[src/rtl/rep_pkg.sv]
package rep_pkg;
  localparam logic LVL_DOM = 1'b0;
  localparam logic LVL_REC = 1'b1;

  function automatic int unsigned cnt_bits(input int unsigned n);
    return (n < 2) ? 1 : $clog2(n + 1);
  endfunction
endpackage

[src/rtl/rep_sync.sv]
module rep_sync #(
  parameter int unsigned WIDTH  = 2,
  parameter int unsigned STAGES = 2
) (
  input  logic             clk_i,
  input  logic             rst_ni,
  input  logic [WIDTH-1:0] d_i,
  output logic [WIDTH-1:0] q_o
);
  logic [WIDTH-1:0] stage_q [STAGES];

  always_ff @(posedge clk_i or negedge rst_ni) begin
    if (!rst_ni) stage_q[0] <= '1;
    else         stage_q[0] <= d_i;
  end

  for (genvar s = 1; s < STAGES; s++) begin : g_stage
    always_ff @(posedge clk_i or negedge rst_ni) begin
      if (!rst_ni) stage_q[s] <= '1;
      else         stage_q[s] <= stage_q[s-1];
    end
  end

  assign q_o = stage_q[STAGES-1];
endmodule

[src/rtl/rep_fbs.sv]
module rep_fbs #(
  parameter int unsigned RELEASE_CYC = 6
) (
  input  logic clk_i,
  input  logic rst_ni,
  input  logic drv_i,
  output logic mask_o
);
  localparam int unsigned CW = rep_pkg::cnt_bits(RELEASE_CYC);

  logic [CW-1:0] hold_q;

  // reload while driving, count down once the drive has ended
  always_ff @(posedge clk_i or negedge rst_ni) begin
    if (!rst_ni)              hold_q <= '0;
    else if (drv_i)           hold_q <= CW'(RELEASE_CYC);
    else if (hold_q != '0)    hold_q <= hold_q - 1'b1;
  end

  assign mask_o = drv_i | (hold_q != '0);

  assert_hold_bound_R8: assert property (@(posedge clk_i) disable iff (!rst_ni)
    hold_q <= CW'(RELEASE_CYC));

  if (RELEASE_CYC > 0) begin : g_hold_chk
    assert_mask_after_fall_R8: assert property (@(posedge clk_i) disable iff (!rst_ni)
      $fell(drv_i) |-> mask_o);
  end
endmodule

[src/rtl/rep_core.sv]
module rep_core
  import rep_pkg::*;
#(
  parameter int unsigned NSEG = 2
) (
  input  logic            clk_i,
  input  logic            rst_ni,
  input  logic            tx_loc_i,
  input  logic            tx_exp_i,
  input  logic [NSEG-1:0] en_ni,
  input  logic [NSEG-1:0] rx_sync_i,
  input  logic [NSEG-1:0] mask_i,
  output logic [NSEG-1:0] drv_o,
  output logic            rx_loc_o,
  output logic            rx_exp_o
);
  logic [NSEG-1:0] seg_en, rx_dom, drv_d;
  logic            tx_dom, loc_dom, any_rx;
  logic            rx_loc_d, rx_exp_d;

  assign seg_en  = ~en_ni;
  assign rx_dom  = seg_en & ~rx_sync_i & ~mask_i;
  assign loc_dom = (tx_loc_i == LVL_DOM);
  assign tx_dom  = loc_dom | (tx_exp_i == LVL_DOM);
  assign any_rx  = |rx_dom;

  for (genvar k = 0; k < NSEG; k++) begin : g_seg
    logic [NSEG-1:0] others;
    assign others   = rx_dom & ~(NSEG'(1) << k);
    assign drv_d[k] = seg_en[k] & (tx_dom | (|others));

    assert_off_when_disabled_R2: assert property (@(posedge clk_i) disable iff (!rst_ni)
      en_ni[k] |=> !drv_o[k]);
    assert_tx_reaches_bus_R3: assert property (@(posedge clk_i) disable iff (!rst_ni)
      (!en_ni[k] && !tx_loc_i) |=> drv_o[k]);
  end

  assign rx_loc_d = ~(tx_dom | any_rx);
  assign rx_exp_d = ~(loc_dom | any_rx);

  always_ff @(posedge clk_i or negedge rst_ni) begin
    if (!rst_ni) begin
      drv_o    <= '0;
      rx_loc_o <= LVL_REC;
      rx_exp_o <= LVL_REC;
    end else begin
      drv_o    <= drv_d;
      rx_loc_o <= rx_loc_d;
      rx_exp_o <= rx_exp_d;
    end
  end

  assert_loc_echo_R5: assert property (@(posedge clk_i) disable iff (!rst_ni)
    !tx_loc_i |=> (!rx_loc_o && !rx_exp_o));
  assert_exp_to_loc_R6: assert property (@(posedge clk_i) disable iff (!rst_ni)
    !tx_exp_i |=> !rx_loc_o);
  assert_masked_quiet_R7: assert property (@(posedge clk_i) disable iff (!rst_ni)
    (tx_loc_i && tx_exp_i && (&(mask_i | en_ni))) |=> (rx_loc_o && rx_exp_o && drv_o == '0));
endmodule

[src/rtl/rep_logic_unit.sv]
module rep_logic_unit #(
  parameter int unsigned NSEG        = 2,
  parameter int unsigned SYNC_STAGES = 2,
  parameter int unsigned RELEASE_CYC = 6
) (
  input  logic            clk_i,
  input  logic            rst_ni,
  input  logic            tx_loc_i,
  input  logic            tx_exp_i,
  input  logic [NSEG-1:0] bus_en_ni,
  input  logic [NSEG-1:0] rx_cmp_i,
  output logic [NSEG-1:0] drv_dom_o,
  output logic            rx_loc_o,
  output logic            rx_exp_o
);
  logic [NSEG-1:0] rx_sync, seg_mask;

  rep_sync #(.WIDTH(NSEG), .STAGES(SYNC_STAGES)) u_sync (
    .clk_i  (clk_i),
    .rst_ni (rst_ni),
    .d_i    (rx_cmp_i),
    .q_o    (rx_sync)
  );

  for (genvar k = 0; k < NSEG; k++) begin : g_fbs
    rep_fbs #(.RELEASE_CYC(RELEASE_CYC)) u_fbs (
      .clk_i  (clk_i),
      .rst_ni (rst_ni),
      .drv_i  (drv_dom_o[k]),
      .mask_o (seg_mask[k])
    );
  end

  rep_core #(.NSEG(NSEG)) u_core (
    .clk_i     (clk_i),
    .rst_ni    (rst_ni),
    .tx_loc_i  (tx_loc_i),
    .tx_exp_i  (tx_exp_i),
    .en_ni     (bus_en_ni),
    .rx_sync_i (rx_sync),
    .mask_i    (seg_mask),
    .drv_o     (drv_dom_o),
    .rx_loc_o  (rx_loc_o),
    .rx_exp_o  (rx_exp_o)
  );

  assert_reset_idle_R9: assert property (@(posedge clk_i)
    !rst_ni |=> (drv_dom_o == '0 && rx_loc_o && rx_exp_o));
endmodule

[config.mk]
export PLATFORM = sky130hd
export DESIGN_NAME = rep_logic_unit
export DESIGN_NICKNAME = d
export VERILOG_FILES = /design/src/rtl/rep_pkg.sv /design/src/rtl/rep_sync.sv /design/src/rtl/rep_fbs.sv /design/src/rtl/rep_core.sv /design/src/rtl/rep_logic_unit.sv
export SDC_FILE = /design/constraint.sdc
export NUM_CORES = 1
export LEC_CHECK = 0
export BUFFER_PORTS_ARGS = -buffer_cell sky130_fd_sc_hd__buf_2
export CORE_MARGIN = 2
export CORE_UTILIZATION = 42
export CTS_CLUSTER_SIZE = 28
export DETAILED_ROUTE_END_ITERATION = 8
export PLACE_DENSITY = 0.74
export REMOVE_ABC_BUFFERS = 1
export SYNTH_ARGS = -nofsm -noshare
export SYNTH_HDL_FRONTEND = slang
export SYNTH_SLANG_ARGS = --single-unit
[constraint.sdc]
create_clock -name clk_i -period 2.35 [get_ports clk_i]
set_input_delay 0.47 -clock clk_i [delete_from_list [all_inputs] [get_ports clk_i]]
set_output_delay 0.47 -clock clk_i [all_outputs]
set_load 0.05 [all_outputs]
-- After elaboration in Yosys (flattened, before gate mapping)
Cells that the tools add are included.
- bitwise logic cells: 18
- muxes and demuxes: 4
- add/sub/neg operators: 2
- reductions and logical operators: 5
- operators with widths (cell ; number):
    $mux 3 ; 4
    $or 1x1->1 ; 7
    $not 2->2 ; 3
    $reduce_bool 3->1 ; 2
    $sub 3x1->3 const B ; 2
    $and 2x2->2 ; 2
    $not 1->1 ; 4
    $reduce_bool 2->1 ; 2
    $and 1x1->1 ; 2
    $reduce_or 2->1 ; 1
- register bits: 14
- input bits: 8

-- Depth between registers and ports, before layout
- depth in word-level cells: 7
- depth in mapped cells: 5

-- Modules after synthesis
From an unflattened synthesis, not the netlist that was laid out.
- cell total of the unflattened synthesis: 52
- area total of the unflattened synthesis: 650.6 µm²
- modules (own cells, without submodules) (module ; cells each ; instances ; area an instance (µm²) ; seq. area each (µm²)):
    rep_fbs ; 18 ; 2 ; 191.4 ; 75.1
    rep_core ; 10 ; 1 ; 147.6 ; 102.6
    rep_sync ; 6 ; 1 ; 120.1 ; 105.1

-- Worst setup path before layout
OpenSTA, ideal clock, no wires.
- path kind: register to register
- from: register g_fbs[1].u_fbs.hold_q[0]
- to: register g_fbs[1].u_fbs.hold_q[1]
- stages on the path, launching flop included: 5
- setup slack: 1.196 ns
- library setup time: 0.124 ns
- data required time: 2.226 ns
- buffers on the path: 0
- clock period less this slack: 1.154 ns
- arrival: 1.030 ns
- path through: dfrtp_1 -> clkinv_1 -> ha_1 -> nor2b_4 -> a211o_1
- word-level cells in the longest chain between the ends: 3
- elaborated cells on any way between the ends: 5
- RTL lines (item ; line ; source):
    start, declared ; rep_fbs.sv:11 ; logic [CW-1:0] hold_q;
    start signal, assigned ; rep_fbs.sv:16 ; else if (drv_i) hold_q <= CW'(RELEASE_CYC);
    start signal, assigned ; rep_fbs.sv:17 ; else if (hold_q != '0) hold_q <= hold_q - 1'b1;
    $sub 3x1->3 ; rep_fbs.sv:17 ;
    $mux 3 ; rep_fbs.sv:17 ;
    $mux 3 ; rep_fbs.sv:16 ;
Parallel ways exist; a longest one is shown, timed or not. The select of a mux whose other input is x is not followed.
A chain may end at the register's enable or synchronous reset.

-- Worst setup path in the final report
- from: register u_core.rx_exp_o
- to: output rx_exp_o
- RTL lines (item ; line ; source):
    start, declared ; rep_core.sv:15 ; output logic rx_exp_o
    start signal, assigned ; rep_core.sv:49 ; rx_exp_o <= rx_exp_d;
    end, declared ; rep_logic_unit.sv:14 ; output logic rx_exp_o
No word-level cell between the ends.

==> results by group <==
Status
  • Outcome: complete, no violations

Timing
  • Slew Viols, Final: 0
  • Setup TNS: 0 ns
  • Skew final: 0.000884 ns
  • Worst-Margin Slew: 0.300 ns
  • Setup ws final: 0.836 ns
  • Tmin final: 1.51 ns
  • # setup viols final: 0
  • RSZ-0062 raised after global routing: no
  • Hold Vio Cnt, Final: 0
  • Hold Slack: 0.0614 ns
  • Rel. slew slack: 80.0%
  • Final period util: 64.4%
  • Fmax: 660 MHz

Power
  • Leakage: 0.318 nW
  • Pwr Density: 1070 mW/mm²
  • Worst vdd ir: 0.453 mV
  • PnR Total Power: 739 µW

CTS
  • Clock sink count: 14
  • CTS Buf Count: 3
  • H-tree depth: 1
  • Clock-pin slew on the worst setup and hold paths: 0.08 ns
  • CTS Hold Bufs: 0
  • Clock latency on the worst-skew pair: 0.28 ns
  • CTS tree: yes
  • Root Buffer Master: clkbuf_4
  • Max clock buf depth: 2
  • Post-CTS Setup Repair Bufs: 0
  • Cts repair resizes: 0

Critical path
  • Critical Path Start: u_core.rx_exp_o$_DFF_PN1_
  • Crit path max-delay family: flip-flops
  • CP max stage cell: dfstp_2
  • Cell Chain, Critical Path: buf_2
  • Crit. End Element: output pin
  • Critical Setup Path Class: flip-flop to output pin
  • Critical path's largest stage delay: 0.52 ns
  • CP bufs+invs: 1
  • CP required: 1.88 ns
  • Worst Setup Start Kind: flip-flop
  • Critical path data arrival time: 1.04 ns
  • Critical R2R Launch: g_fbs[1].u_fbs.hold_q[0]$_DFFE_PN0P_
  • Crit path max fanout: 1

Route
  • Wire per inst: 10.9 µm
  • Vias: 373
  • DRC Markers: 0
  • Antenna viol nets, final: 0
  • DR vias/cell: 4.91
  • DRT Wirelength: 831 µm
  • Pre-antenna DRT Iters: 4
  • Drt initial violations: 2

Finish
  • Nets: 74
  • Design area: 691 µm²
  • Area grow syn2layout: 16.0%
  • Register Area: 358 µm²
  • Util after Layout: 52.4%
  • Commonest non-fill, non-tap cell in the layout: buf_2
  • Layout cells sized above 1: 39.3%
  • N_diodes: 0
  • Fillcell total: 107
  • Most frequent cells in the layout: buf_2 (11), dfrtp_1 (8), dfstp_2 (6), inv_1 (4), ha_1 (4)
  • Area occupied by multi-input gates: 200 µm²
  • Cell Count, Final, Fillers Out: 76

Placed design
  • GP Congestion: 0.748
  • Port buffer count: 11
  • Placed inst area: 654 µm²
  • Dpl ws: 1.11 ns
  • Placed cells: 72

GRT
  • Global-route wire length before repair: 1400 µm
  • Largest net degree at the start of global routing: 15
  • Initial antenna violation count: 0
  • Vias in the first global route: 332
  • GRT Util Overall: 11.1%
  • GRT overflow: 0

Floorplan
  • Chip Width: 41.7 µm
  • Die ar.: 0.00174 mm²
  • Rows: 13
  • Initial Util: 45.2%
  • Die Y: 41.7 µm
  • Core Box Area: 0.00132 mm²
  • Io pins: 12

Synthesis
  • Dominant cells by area after synthesis: dfrtp_1 (34%), dfstp_2 (26%), ha_1 (8.4%)
  • Sequential area share after synthesis: 60.1%
  • Cell Area, Synth: 596 µm²
  • Leading area contributor after synthesis: dfrtp_1
  • Share of the synthesized area in the top cell type: 33.6%
  • Number of synthesized register bits: 14
  • Cells after Synth: 48
  • Yosys warns: 0
  • Avg Cell Area, Syn: 12.4 µm²
  • Synth cell types: 18

Hold path
  • Min-Delay Path Class: input pin to async pin

Flow run
  • Max-cap violations: 0
registers in the layout (all words and copies together) (netlist names):
| signal | count |
|---|---|
| g_fbs.u_fbs.hold_q | 6 |
| u_core.drv_o | 2 |
| u_sync.q_o | 2 |
| u_sync.stage_q | 2 |
| u_core.rx_exp_o | 1 |
| u_core.rx_loc_o | 1 |
cell type report:
class,instances,share of cell area [%]
Clock buffer,4,5.25
Inverter,6,3.26
Multi-Input combinational cell,26,29.0
Sequential cell,14,51.8
Tap cell,15,2.72
Timing Repair Buffer,11,7.97
where the power goes:
part	leakage, nW	switching, mW	internal, mW
clock	0.0210	0.0782	0.0943
sequential	0.154	0.0391	0.302
combinational	0.143	0.121	0.106
synth_stat cells:
master / number
dfrtp_1: 8
dfstp_2: 6
ha_1: 4
inv_1: 4
nor2_1: 3
a211o_1: 2
a21oi_1: 2
a31oi_1: 2
buf_4: 2
clkinv_1: 2
nand2_1: 2
nor2b_4: 2
nor3_1: 2
o31ai_1: 2
xnor2_1: 2
and3_1: 1
and4_1: 1
nor2_2: 1
kinds of logic (layout without fill, tap and decap cells):
group,Yosys count,after routing,synth area share (%)
simple gates,12,12,13.0
flops,14,14,60.1
compound gates,8,8,9.24
xor+xnor,2,2,2.94
buf+inv,8,21,6.30
fa+ha+maj,4,4,8.40
path summary, 6_finish.rpt:
check	endpoint	slack, ns	cells past startpoint
max	rx_exp_o	0.84	1
min	g_fbs[0].u_fbs.hold_q[1]$_DFFE_PN0P_	0.06	1
max reg2reg	g_fbs[1].u_fbs.hold_q[1]$_DFFE_PN0P_	1.11	5
min reg2reg	u_sync.q_o[1]$_DFF_PN1_	0.36	0
max in group asynchronous	u_sync.q_o[0]$_DFF_PN1_	2.01	1
min in group clk_i	u_sync.stage_q[3]$_DFF_PN1_	0.28	1
metal layers:
metal	part of all wire, %	vias up	global-route usage [%]
li1	-	185	-
met1	47	173	13.2
met2	43	11	16.6
met3	5.8	4	2.61
met4	3.9	0	9.68
met5	0	-	0
(Power assumes the default switching activity.)
